## src/rtl/pwm_bank_pkg.sv

```systemverilog
package pwm_bank_pkg;

    // Pace sequencer: the counter advances only in ST_STEP.
    typedef enum logic {
        ST_SKIP = 1'b0,
        ST_STEP = 1'b1
    } pace_state_t;

endpackage

```

## src/rtl/pwm_frame_seq.sv

```systemverilog
module pwm_frame_seq
    import pwm_bank_pkg::*;
#(
    parameter int unsigned CODE_W = 8
) (
    input  logic              clk,
    input  logic              rst_n,
    input  logic              rate_fast,
    input  logic              mode_short,
    output logic [CODE_W-1:0] cnt,
    output logic              wrap
);

    localparam logic [CODE_W-1:0] LAST_LONG  = {CODE_W{1'b1}};
    localparam logic [CODE_W-1:0] LAST_SHORT = LAST_LONG - CODE_W'(3);

    pace_state_t       state_q;
    pace_state_t       state_d;
    logic              step;
    logic [CODE_W-1:0] cnt_q;
    logic [CODE_W-1:0] last_step;

    // State register
    always_ff @(posedge clk or negedge rst_n) begin
        if (!rst_n) begin
            state_q <= ST_SKIP;
        end else begin
            state_q <= state_d;
        end
    end

    // Next-state logic
    always_comb begin
        state_d = state_q;
        unique case (state_q)
            ST_SKIP: state_d = ST_STEP;
            ST_STEP: state_d = rate_fast ? ST_STEP : ST_SKIP;
            default: state_d = ST_SKIP;
        endcase
    end

    // Outputs of the sequencer
    always_comb begin
        step      = (state_q == ST_STEP);
        last_step = mode_short ? LAST_SHORT : LAST_LONG;
        wrap      = step && (cnt_q >= last_step);
    end

    // Shared frame counter
    always_ff @(posedge clk or negedge rst_n) begin
        if (!rst_n) begin
            cnt_q <= '0;
        end else if (wrap) begin
            cnt_q <= '0;
        end else if (step) begin
            cnt_q <= cnt_q + CODE_W'(1);
        end
    end

    assign cnt = cnt_q;


    slow_pace_chk: assert property (@(posedge clk) disable iff (!rst_n)
        (!rate_fast && step) |=> !step);


    fast_pace_chk: assert property (@(posedge clk) disable iff (!rst_n)
        (rate_fast && step) |=> step);


    count_adv_chk: assert property (@(posedge clk) disable iff (!rst_n)
        (step && !wrap) |=> (cnt_q == CODE_W'($past(cnt_q) + CODE_W'(1))));


    short_len_chk: assert property (@(posedge clk) disable iff (!rst_n)
        (mode_short && step && cnt_q == LAST_SHORT) |=> (cnt_q == '0));

endmodule

```

## src/rtl/pwm_width_regs.sv

```systemverilog
module pwm_width_regs #(
    parameter int unsigned NUM_CH = 14,
    parameter int unsigned CODE_W = 8,
    parameter int unsigned ADDR_W = 4
) (
    input  logic                          clk,
    input  logic                          rst_n,
    input  logic [ADDR_W-1:0]             addr,
    input  logic [CODE_W-1:0]             wdata,
    input  logic                          we,
    input  logic                          load,
    output logic [CODE_W-1:0]             rdata,
    output logic [NUM_CH-1:0][CODE_W-1:0] active_codes
);

    localparam logic [CODE_W-1:0] RESET_CODE = {1'b1, {(CODE_W-1){1'b0}}};

    logic [CODE_W-1:0] width_q [NUM_CH];
    logic [CODE_W-1:0] shad_q  [NUM_CH];

    // Software-visible width registers
    always_ff @(posedge clk or negedge rst_n) begin
        if (!rst_n) begin
            for (int i = 0; i < NUM_CH; i++) begin
                width_q[i] <= RESET_CODE;
            end
        end else begin
            for (int i = 0; i < NUM_CH; i++) begin
                if (we && addr == ADDR_W'(i)) begin
                    width_q[i] <= wdata;
                end
            end
        end
    end

    // Working copies, refreshed only at a frame boundary
    always_ff @(posedge clk or negedge rst_n) begin
        if (!rst_n) begin
            for (int i = 0; i < NUM_CH; i++) begin
                shad_q[i] <= RESET_CODE;
            end
        end else if (load) begin
            for (int i = 0; i < NUM_CH; i++) begin
                shad_q[i] <= width_q[i];
            end
        end
    end

    // Read mux; unused addresses return zero
    always_comb begin
        rdata = '0;
        for (int i = 0; i < NUM_CH; i++) begin
            if (addr == ADDR_W'(i)) begin
                rdata = width_q[i];
            end
        end
    end

    for (genvar g = 0; g < NUM_CH; g++) begin : g_chan
        assign active_codes[g] = shad_q[g];


        write_take_chk: assert property (@(posedge clk) disable iff (!rst_n)
            (we && addr == ADDR_W'(g)) |=> (width_q[g] == $past(wdata)));


        shadow_hold_chk: assert property (@(posedge clk) disable iff (!rst_n)
            !load |=> $stable(shad_q[g]));
    end

endmodule

```

## src/rtl/pwm_compare.sv

```systemverilog
module pwm_compare #(
    parameter int unsigned NUM_CH = 14,
    parameter int unsigned CODE_W = 8
) (
    input  logic                          clk,
    input  logic                          rst_n,
    input  logic [CODE_W-1:0]             cnt,
    input  logic [NUM_CH-1:0][CODE_W-1:0] codes,
    output logic [NUM_CH-1:0]             pull_low
);

    for (genvar g = 0; g < NUM_CH; g++) begin : g_cmp
        logic level_hi;
        assign level_hi    = (cnt < codes[g]);
        assign pull_low[g] = !level_hi;


        zero_low_chk: assert property (@(posedge clk) disable iff (!rst_n)
            (codes[g] == '0) |-> pull_low[g]);
    end

endmodule

```

## src/rtl/pwm_dac_bank.sv

```systemverilog
module pwm_dac_bank #(
    parameter int unsigned NUM_CH = 14,
    parameter int unsigned CODE_W = 8,
    parameter int unsigned ADDR_W = 4
) (
    input  logic              clk,
    input  logic              rst_n,
    input  logic [ADDR_W-1:0] reg_addr,
    input  logic [CODE_W-1:0] reg_wdata,
    input  logic              reg_we,
    output logic [CODE_W-1:0] reg_rdata,
    input  logic              rate_fast,
    input  logic              mode_253,
    output logic [NUM_CH-1:0] pad_pull_low
);

    localparam logic [CODE_W-1:0] LAST_LONG  = {CODE_W{1'b1}};
    localparam logic [CODE_W-1:0] LAST_SHORT = LAST_LONG - CODE_W'(3);

    logic [CODE_W-1:0]             frame_cnt;
    logic                          frame_wrap;
    logic [NUM_CH-1:0][CODE_W-1:0] active_codes;

    pwm_frame_seq #(
        .CODE_W(CODE_W)
    ) u_seq (
        .clk       (clk),
        .rst_n     (rst_n),
        .rate_fast (rate_fast),
        .mode_short(mode_253),
        .cnt       (frame_cnt),
        .wrap      (frame_wrap)
    );

    pwm_width_regs #(
        .NUM_CH(NUM_CH),
        .CODE_W(CODE_W),
        .ADDR_W(ADDR_W)
    ) u_regs (
        .clk         (clk),
        .rst_n       (rst_n),
        .addr        (reg_addr),
        .wdata       (reg_wdata),
        .we          (reg_we),
        .load        (frame_wrap),
        .rdata       (reg_rdata),
        .active_codes(active_codes)
    );

    pwm_compare #(
        .NUM_CH(NUM_CH),
        .CODE_W(CODE_W)
    ) u_cmp (
        .clk     (clk),
        .rst_n   (rst_n),
        .cnt     (frame_cnt),
        .codes   (active_codes),
        .pull_low(pad_pull_low)
    );

    for (genvar g = 0; g < NUM_CH; g++) begin : g_top_chk

        sat_high_chk: assert property (@(posedge clk) disable iff (!rst_n)
            (mode_253 && frame_cnt <= LAST_SHORT && active_codes[g] > LAST_SHORT)
            |-> !pad_pull_low[g]);


        top_low_step_chk: assert property (@(posedge clk) disable iff (!rst_n)
            (!mode_253 && active_codes[g] == LAST_LONG && frame_cnt == LAST_LONG)
            |-> pad_pull_low[g]);
    end

endmodule

```

## config.mk

```make
export PLATFORM = sky130hd
export DESIGN_NAME = pwm_dac_bank
export DESIGN_NICKNAME = d
export VERILOG_FILES = /design/src/rtl/pwm_bank_pkg.sv /design/src/rtl/pwm_frame_seq.sv /design/src/rtl/pwm_width_regs.sv /design/src/rtl/pwm_compare.sv /design/src/rtl/pwm_dac_bank.sv
export SDC_FILE = /design/constraint.sdc
export NUM_CORES = 1
export LEC_CHECK = 0
export ABC_CLOCK_PERIOD_IN_PS = 3820
export BUFFER_PORTS_ARGS = -buffer_cell sky130_fd_sc_hd__buf_2
export CAP_MARGIN = 10
export CORE_MARGIN = 5
export CORE_UTILIZATION = 45
export CTS_BUF_LIST = sky130_fd_sc_hd__clkbuf_4
export CTS_CLUSTER_DIAMETER = 80
export DETAILED_ROUTE_END_ITERATION = 10
export GPL_ROUTABILITY_DRIVEN = 0
export PLACE_DENSITY = 0.67
export SLEW_MARGIN = 20
export SYNTH_ARGS = -nofsm -noshare
export SYNTH_HDL_FRONTEND = slang
export SYNTH_HIERARCHICAL = 1
export SYNTH_SLANG_ARGS = --single-unit
```

## constraint.sdc

```tcl
create_clock -name clk -period 3.82 [get_ports clk]
set_input_delay 0.573 -clock clk [delete_from_list [all_inputs] [get_ports clk]]
set_output_delay 0.573 -clock clk [all_outputs]
set_load 0.02 [all_outputs]
```

==> reports/qor.csv, run 1 <==
metric;value;unit
status;complete, no violations;
Final Cycle Share;87.44;%
chip height;178.4;um
CTS Hold Bufs;1;
largest net degree at the start of global routing;97;
P&R area growth vs syn;11.08;%
Synth top area share;40.19;%
Highest Signal Layer;met4;
first-pass GRT wire length;49.80;mm
GRT Overall Usage;20.23;%
full die area;31830;sq um
internal power;6.743;mW
Detail Placement HPWL;21.86;mm
sequential fraction of the synthesis area;45.95;%
Clock Pin Slew Worst Setup and Hold Paths;0.07;ns
row cnt;61;
worst hold-check path type;in -> reg;
vias in the first global route;8727;
CP arrival;2.77;ns
Initial Util;45.70;%
CP required;3.25;ns
clk root buf;clkbuf_4;
share of layout cells above drive strength 1;37.44;%
crit path capture type;output port;
initial antenna violation count;2;
Remaining Overflow, GRT;0;
CTS tree;done;
Num CTS Buffers;59;
Yosys reg bits;233;
Avg Synthesized Cell Area;11.99;sq um
fin. max-slew vios;0;
peak supply drop;0.3856;mV
Comb power frac;42.0;%
Worst Path Max Fanout;12;
asr flop ratio synth;100.0;%
RSZ-0062 raised after global routing;no;
Final setup violation count;0;
Max Cap Viol;0;
Worst Clk Skew;0.04195;ns
Final nets;1256;
met1 WL;15.18;mm
final hold vios;0;
CTS Sinks;233;
Worst Tran Pin Value;0.7703;ns
met2 wire length;14.56;mm
fill cell count;2574;
final standard cell area without fillers;14180;sq um
metal3 WL;1.211;mm
Cell Area, Synth;12760;sq um
largest cells by area after synthesis;dfrtp_1 (40%), mux2_2 (20%), ha_1 (9.9%);
yosys warns;6;
maximum clock insertion buffer count;3;
Synthesized Nets;1183;
Pwr Total;10.73;mW
DR vias;8691;
1st-iter DRT viols;596;
slew margin rel.;48.65;%
Max Clock Freq;299.4;MHz
core area;27930;sq um
pre-CTS WS;0.8087;ns
Setup Total Neg Slack;0;ns
CP startpoint kind;flop;
Storage cell area;5866;sq um
Post-synth EDFFs;0;
crit-path cells;buf_4, ha_1, a21o_1, a221oi_2, o21ai_1, buf_2;
first-pass detailed-route iteration total;6;
largest stage delay on the critical path;0.73;ns
number of I/O pins;39;
post-CTS setup buffer count;0;
drt wl/cell;20.16;um
Die W;178.4;um
PwrDens;757.0;nW/um^2
Final ANT Viol Nets;0;
worst setup margin;0.4797;ns
worst-skew pair later-pin latency;0.68;ns
PostCTS Resize Cnt;0;
Cells after Synth;1065;
Synth cell types;60;
fin crit period;3.340;ns
H-tree levels;2;
critical path's slowest cell;dfrtp_1;
final wirelength;31.57;mm
Sw Share;37.18;%
Crit Path Category;reg -> out;
clock power share;19.2;%
Multi-input gate area;6266;sq um
DRC;0;
Placed Area;13420;sq um
sequential fraction of design power;38.8;%
Synth area leader;dfrtp_1;
leakage;6.546;nW
switching power;3.990;mW
Port Buf Inserts;38;
Top FF cell, synth;dfrtp_1;
via-per-instance ratio;5.550;
==> power by group through the flow <==
stage / clock network, mW / logic, mW / registers, mW
floorplan: 0 / 3.32 / 4.00
global placement: 0 / 4.34 / 4.18
detailed placement: 0 / 4.52 / 4.21
CTS: 2.13 / 4.55 / 4.17
global route: 2.26 / 5.10 / 4.27
finish: 2.06 / 4.50 / 4.16
==> synth_stat cells, types with 19 or more instances <==
cell type and instances:
a21o_1 42, a21oi_1 22, buf_2 26, dfrtp_1 205, dfstp_2 28, ha_1 101, inv_1 107, mux2_2 224
mux2i_1 20, nand2_1 27, nor2_1 22, o21ai_0 19
==> layout make-up <==
class / instances / share of cell area (%)
Clock buffer: 89 / 4.712
Timing Repair Buffer: 57 / 2.965
Sequential cell: 233 / 41.37
Antenna cell: 2 / 0.03530
Tap cell: 378 / 3.336
Inverter: 107 / 2.833
Clock inverter: 20 / 0.5559
Multi-Input combinational cell: 680 / 44.19
==> placed cells by master (no fill, tap or decap), drive strengths merged, types with 14 or more instances in the layout <==
master and n:
and3 15, nand3 20, dfstp 28, buf 56, clkbuf 89, dfrtp 205, clkinv 20, o21ai 36
a21oi 23, inv 107, nand2 29, nand2b 19, ha 101, a221oi 14, mux2i 20, a31oi 18
a21o 42, mux2 227, nor2 32
==> per-stage QoR <==
stage | cells | utilization (%) | hold slack, ns
2_1_floorplan | 1065 | - | 0.2774
3_3_place_gp | 1454 | 48.03 | 0.4893
3_5_place_dp | 1454 | 48.03 | 0.4914
4_1_cts | 1564 | 50.74 | 0.03598
5_1_grt | 1566 | 50.76 | 0.06315
6_report | 1566 | 50.76 | 0.08196
==> per-layer routing <==
layer  GRT usage, %  vias to the layer above
met2          31.76                      225
met4          6.076                        0
met5              0                        -
li1               -                     4032
met1          29.19                     4380
met3          2.861                       54
==> final timing paths <==
path,slack (ns),cells past startpoint,from,endpoint
max in group asynchronous,2.34,3,rst_n,u_regs/width_q[31]$_DFFE_PN1P_
setup reg to reg,1.14,6,u_seq/cnt[4]$_DFFE_PN0P_,u_regs/active_codes[14]$_DFFE_PN0P_
setup / recovery,0.48,6,u_seq/cnt[4]$_DFFE_PN0P_,pad_pull_low[6]
min in group asynchronous,0.52,2,rst_n,u_regs/active_codes[4]$_DFFE_PN0P_
hold reg to reg,0.49,1,u_regs/width_q[64]$_DFFE_PN0P_,u_regs/active_codes[40]$_DFFE_PN0P_
hold / removal,0.08,2,rate_fast,u_seq/state_q$_DFF_PN0_
==> critical path, delay by kind of cell (launching register included) <==
| kind | cells | cell delay [ns] |
|---|---|---|
| flops | 1 | 0.73 |
| buf+inv | 2 | 0.54 |
| compound gates | 3 | 0.54 |
| fa+ha+maj | 1 | 0.29 |
==> registers in the layout (all words and copies together) (netlist names) <==
register and count:
u_seq/cnt 8, u_regs/width_q 112, u_regs/active_codes 112, u_seq/state_q 1
==> logic make-up after synthesis <==
kind of cell    after synthesis  synth area share, %
mux                         248                21.77
flops                       233                45.95
compound gates              190                10.89
buf+inv                     152                4.960
simple gates                139                6.391
fa+ha+maj                   101                9.900
xor+xnor                      2               0.1373
(Power assumes the default switching activity.)
==> run 2: changes to the inputs <==
==> constraint.sdc (replaced) <==
create_clock -name clk -period 3.82 [get_ports clk]
set_input_delay 0.382 -clock clk [delete_from_list [all_inputs] [get_ports clk]]
set_output_delay 0.382 -clock clk [all_outputs]
set_load 0.02 [all_outputs]
==> reports/qor.csv, run 2 (synthesis results as in run 1) <==
metric;value;unit
largest net degree at the start of global routing;123;
peak supply drop;0.3442;mV
P&R area growth vs syn;10.93;%
Crit path buffers/inverters;2;
flop2flop setup slack;1.24;ns
HP Start;reg_wdata[7];
crit-path cells;buf_4, ha_1, and3_1, a221oi_2, o21ai_1, buf_2;
Max Cap Viol;0;
vias in the first global route;8832;
DR vias;8615;
cell count after placement;1453;
Crit path max-delay family;flip-flops;
final hold vios;0;
hold depth;3;
full die area;31830;sq um
CTS Sinks;233;
Die W;178.4;um
Multi-input gate area;6266;sq um
initial antenna violation count;1;
Final setup violation count;0;
critical path's slowest cell;dfrtp_1;
drt wl/cell;20.35;um
via-per-instance ratio;5.505;
leakage;6.546;nW
number of I/O pins;39;
worst r2r src;u_seq/cnt[6]$_DFFE_PN0P_;
CP arrival;2.86;ns
Worst Clk Skew;0.05562;ns
fin crit period;3.244;ns
Setup Total Neg Slack;0;ns
Clock Pin Slew Worst Setup and Hold Paths;0.06;ns
Initial Util;45.70;%
RSZ-0062 raised after global routing;no;
clk root buf;clkbuf_4;
Final ANT Viol Nets;0;
post-CTS setup buffer count;0;
Port Buf Inserts;38;
Crit Path Category;reg -> out;
crit path capture type;output port;
largest stage delay on the critical path;0.87;ns
Storage cell area;5866;sq um
slew margin rel.;36.29;%
Final Cycle Share;84.91;%
Max Clock Freq;308.3;MHz
worst-skew pair later-pin latency;0.69;ns
RR Endpoint;u_regs/active_codes[8]$_DFFE_PN0P_;
H-tree levels;2;
Worst Tran Pin Value;0.9556;ns
Worst Path Max Fanout;13;
maximum clock insertion buffer count;3;
GRT Overall Usage;20.62;%
worst hold-check path type;in -> reg;
final wirelength;31.85;mm
PwrDens;761.3;nW/um^2
CP startpoint kind;flop;
CTS tree;done;
row cnt;61;
Detail Placement HPWL;22.05;mm
first-pass GRT wire length;50.66;mm
depth of the most critical reg-to-reg path;5;
status;complete, no violations;
DRC;0;
chip height;178.4;um
Num CTS Buffers;59;
most common cell after layout, fill and taps aside;mux2_2;
core area;27930;sq um
Remaining Overflow, GRT;0;
hold slack;0.08938;ns
PostCTS Resize Cnt;0;
1st-iter DRT viols;530;
commonest cells after routing, fill and taps aside;mux2_2 (224), dfrtp_1 (205), inv_1 (107), ha_1 (101), clkbuf_4 (95);
CP required;3.44;ns
Worst Hold Endpoint;u_regs/width_q[71]$_DFFE_PN1P_;
fill cell count;2537;
first-pass detailed-route iteration total;5;
Final nets;1256;
post-route non-filler standard cell count;1565;
fin. max-slew vios;0;
share of layout cells above drive strength 1;37.69;%
run 2: cell types whose count changed in the layout (fill, tap and decap cells not counted):
cell           change
buf_12             -3
inv_2              +1
dlygate4sd3_1      +1
clkinv_2           -3
clkbuf_4           +6
clkinv_1           -4
buf_4              +2
diode_2            -1
run 2: per-layer routing:
layer  GRT usage (%)  wire length [um]  vias up
met3           3.624              1241       47
met5               0                 0        -
met4           5.852               677        0
li1                -                 -     4035
met2           32.31             14480      184
met1           29.52             15450     4349
run 2: worst max path at each step:
stage	startpoint	end	slack (ns)	cells past startpoint
floorplan	u_seq/cnt[1]$_DFFE_PN0P_	u_regs/active_codes[0]$_DFFE_PN0P_	1.50	6
global placement	reg_addr[1]	reg_rdata[5]	0.94	7
detailed placement	reg_addr[1]	reg_rdata[5]	0.87	7
CTS	u_seq/cnt[7]$_DFFE_PN0P_	pad_pull_low[6]	0.48	6
global route	u_seq/cnt[7]$_DFFE_PN0P_	pad_pull_low[6]	0.41	6
finish	u_seq/cnt[7]$_DFFE_PN0P_	pad_pull_low[9]	0.58	6
run 2: power by group:
group	total [mW]	internal (mW)	leakage (nW)	switching, mW
Sequential	4.25	3.47	2.86	0.779
Combinational	4.40	2.19	3.23	2.21
Clock	2.12	1.12	0.462	1.00
Total	10.8	6.79	6.55	3.99
run 2: stage by stage:
step / power, mW / utilization, % / setup slack, ns / cell area, sq um
after floorplan: 7.323 / - / 1.502 / 12760
after global placement: 8.517 / 47.87 / 0.9398 / 13370
after detailed placement: 8.718 / 47.87 / 0.8659 / 13370
after CTS: 10.89 / 50.68 / 0.4834 / 14160
after global routing: 11.72 / 50.69 / 0.4079 / 14160
final: 10.78 / 50.69 / 0.5763 / 14160
run 2: layout make-up:
cell class | count | area share, %
multi-input cells | 680 | 44.25
flip-flops and latches | 233 | 41.42
clock buffers | 95 | 5.037
well taps | 378 | 3.340
inverters | 107 | 2.836
repair buffers | 57 | 2.722
clock inverters | 14 | 0.3711
diodes | 1 | 0.01767
run 2: timing repair:
| item | in CTS | in global routing |
|---|---|---|
| hold endpoints to repair | 101 | 0 |
| endpoints found under the setup margin | 0 | 0 |
| hold buffers | 2 | 0 |
run 2: worst min-delay path, cell delays in order:
cell and delay, ns:
buf_2 0.22, nand2_1 0.09, o21ai_0 0.07
==> run 3: changes to the inputs <==
ABC_AREA = 1   (was default)
ABC_CLOCK_PERIOD_IN_PS = 2700   (was 3820)
PLACE_DENSITY = 0.69   (was 0.67)
clock period = 2.7 ns   (was 3.82 ns; I/O delays follow)
==> reports/qor.csv, run 3 <==
metric;value;unit
Die W;175.6;um
Crit path buffers/inverters;1;
first-pass GRT wire length;49.96;mm
Worst Clk Skew;0.04596;ns
Top FF cell, synth;dfrtp_1;
slew margin rel.;42.35;%
peak supply drop;0.3062;mV
chip height;175.6;um
asr flop ratio synth;100.0;%
CTS Sinks;233;
Post-synth EDFFs;0;
CP required;2.43;ns
initial antenna violation count;1;
sequential fraction of the synthesis area;47.52;%
CTS tree;done;
Crit Path Category;reg -> out;
most common cell after layout, fill and taps aside;nand2_1;
via-per-instance ratio;5.110;
vias in the first global route;9496;
Sw Share;38.09;%
final hold vios;0;
Global Route met2 Usage;35.19;%
full die area;30840;sq um
internal power;7.137;mW
critical path depth in cells;9;
crit-path cells;nand3_1, nand3_1, nor2_1, nand4_1, nand2_1, nand4_1, nor2_2, nand3_1, buf_2;
top cells by count, synth;nand2_1 (355), dfrtp_1 (205), inv_1 (170);
Cells after Synth;1380;
yosys warns;6;
Max Cap Viol;0;
Remaining Overflow, GRT;0;
Crit path max-delay family;simple AND/OR/NAND/NOR gates;
Cell Area, Synth;12340;sq um
worst-skew pair later-pin latency;0.67;ns
Final Cycle Share;94.56;%
depth of the most critical reg-to-reg path;10;
crit path capture type;output port;
DRC;0;
sequential fraction of design power;38.8;%
Setup Total Neg Slack;0;ns
Pwr Total;11.53;mW
Max Clock Freq;391.7;MHz
H-tree levels;2;
core area;26950;sq um
Yosys reg bits;233;
Final ANT Viol Nets;0;
Worst Tran Pin Value;0.8638;ns
Worst Path Max Fanout;3;
cell with the most instances after synthesis;nand2_1;
GRT Overall Usage;20.21;%
Detail Placement HPWL;20.60;mm
Synth area leader;dfrtp_1;
row cnt;60;
1st-iter DRT viols;688;
most used cell, CP;nand3_1;
Initial Util;45.80;%
RSZ-0062 raised after global routing;no;
Port Buf Inserts;38;
Synthesized Nets;1498;
drt wl/cell;16.45;um
Synth top area share;41.56;%
GRT Max-Usage Layer;met2;
worst hold-check path type;in -> async;
Comb power frac;36.1;%
Final nets;1573;
Avg Synthesized Cell Area;8.945;sq um
Num CTS Buffers;57;
fin crit period;2.553;ns
maximum clock insertion buffer count;3;
clock power share;25.2;%
fin. max-slew vios;0;
first-pass detailed-route iteration total;5;
post-CTS setup buffer count;0;
commonest cells after routing, fill and taps aside;nand2_1 (353), dfrtp_1 (204), inv_1 (170), ha_1 (101);
leakage;6.731;nW
routing usage on met1;26.09;%
Final setup violation count;0;
CP startpoint kind;flop;
GR met3 Demand/Resource;3.272;%
final wirelength;30.31;mm
largest net degree at the start of global routing;87;
number of I/O pins;39;
status;complete, no violations;
DR vias;9417;
share of layout cells above drive strength 1;21.52;%
PwrDens;837.0;nW/um^2
critical path's slowest cell;dfstp_2;
Synth cell types;31;
switching power;4.391;mW
clk root buf;clkbuf_4;
largest stage delay on the critical path;0.39;ns
largest cells by area after synthesis;dfrtp_1 (42%), nand2_1 (11%), ha_1 (10%);
Clock Pin Slew Worst Setup and Hold Paths;0.07;ns
P&R area growth vs syn;11.58;%
CP arrival;2.28;ns
[run 3: changes by cell type after synthesis, sizes merged, moves of 18 or more]
cell / previous run / this run
a21o: 42 / 0
a21oi: 23 / 72
a31oi: 18 / 0
inv: 107 / 180
mux2: 227 / 91
mux2i: 20 / 0
nand2: 29 / 375
nand2b: 19 / 0
nand3: 20 / 39
nor2: 32 / 93
o21ai: 36 / 112
[run 3: stage by stage]
step / hold WS, ns / util, % / cells / setup WS, ns / area, sq um
4_1_cts: 0.1432 / 51.07 / 1843 / 0.03972 / 13760
5_1_grt: 0.1836 / 51.10 / 1843 / 0.001292 / 13770
3_3_place_gp: 0.3289 / 48.26 / 1736 / 0.5330 / 13010
2_1_floorplan: -0.02559 / - / 1380 / 0.3136 / 12340
3_5_place_dp: 0.3326 / 48.26 / 1736 / 0.5407 / 13010
6_report: 0.1773 / 51.10 / 1843 / 0.1468 / 13770
[run 3: path summary, 6_finish.rpt]
kind	endpoint	slack, ns	startpoint
setup / recovery	reg_rdata[7]	0.15	u_regs/width_q[111]$_DFFE_PN1P_
hold / removal	u_regs/active_codes[29]$_DFFE_PN0P_	0.18	rst_n
setup reg to reg	u_regs/active_codes[84]$_DFFE_PN0P_	0.52	u_seq/cnt[0]$_DFFE_PN0P_
hold reg to reg	u_regs/width_q[55]$_DFFE_PN1P_	0.47	u_regs/width_q[55]$_DFFE_PN1P_
max in group asynchronous	u_regs/active_codes[79]$_DFFE_PN1P_	1.64	rst_n
min in group clk	u_seq/cnt[6]$_DFFE_PN0P_	0.18	mode_253
[run 3: cell families (layout without fill, tap and decap cells)]
group	count (synthesis)	count (layout)	share of synthesized area, %
fa+ha+maj	101	101	10.24
mux	91	91	8.301
compound gates	199	199	8.372
flops	233	233	47.52
other cells	0	1	0
buf+inv	223	344	7.105
xor+xnor	2	2	0.1419
simple gates	531	531	18.33
[run 3: area by class of cell]
class                           instances  area, sq um
Fill cell                            2431        13180
Sequential cell                       233         5867
Multi-Input combinational cell        924         5617
Clock buffer                           91        683.2
Inverter                              181        681.9
Timing Repair Buffer                   58        442.9
Tap cell                              341        426.7
Clock inverter                         14        52.55
Antenna cell                            1        2.502
[run 3: metal layers]
| layer | wire [um] | share of wire [%] |
|---|---|---|
| met1 | 13470 | 44 |
| met2 | 14940 | 49 |
| met3 | 1187 | 3.9 |
| met4 | 716 | 2.4 |
| met5 | 0 | 0 |
[run 3: timing repair]
item,4_1_cts,5_1_grt
setup endpoints to repair,3,6
endpoints found under the hold margin,78,0
resized for setup,1,6
hold buffers,2,0
[run 3: power by group through the flow]
stage               combinational, mW  clock (mW)  sequential (mW)
floorplan                        2.73           0             4.51
global placement                 4.05           0             4.51
detailed placement               4.20           0             4.52
CTS                              4.22        2.98             4.46
global route                     4.80        3.17             4.53
finish                           4.16        2.90             4.47
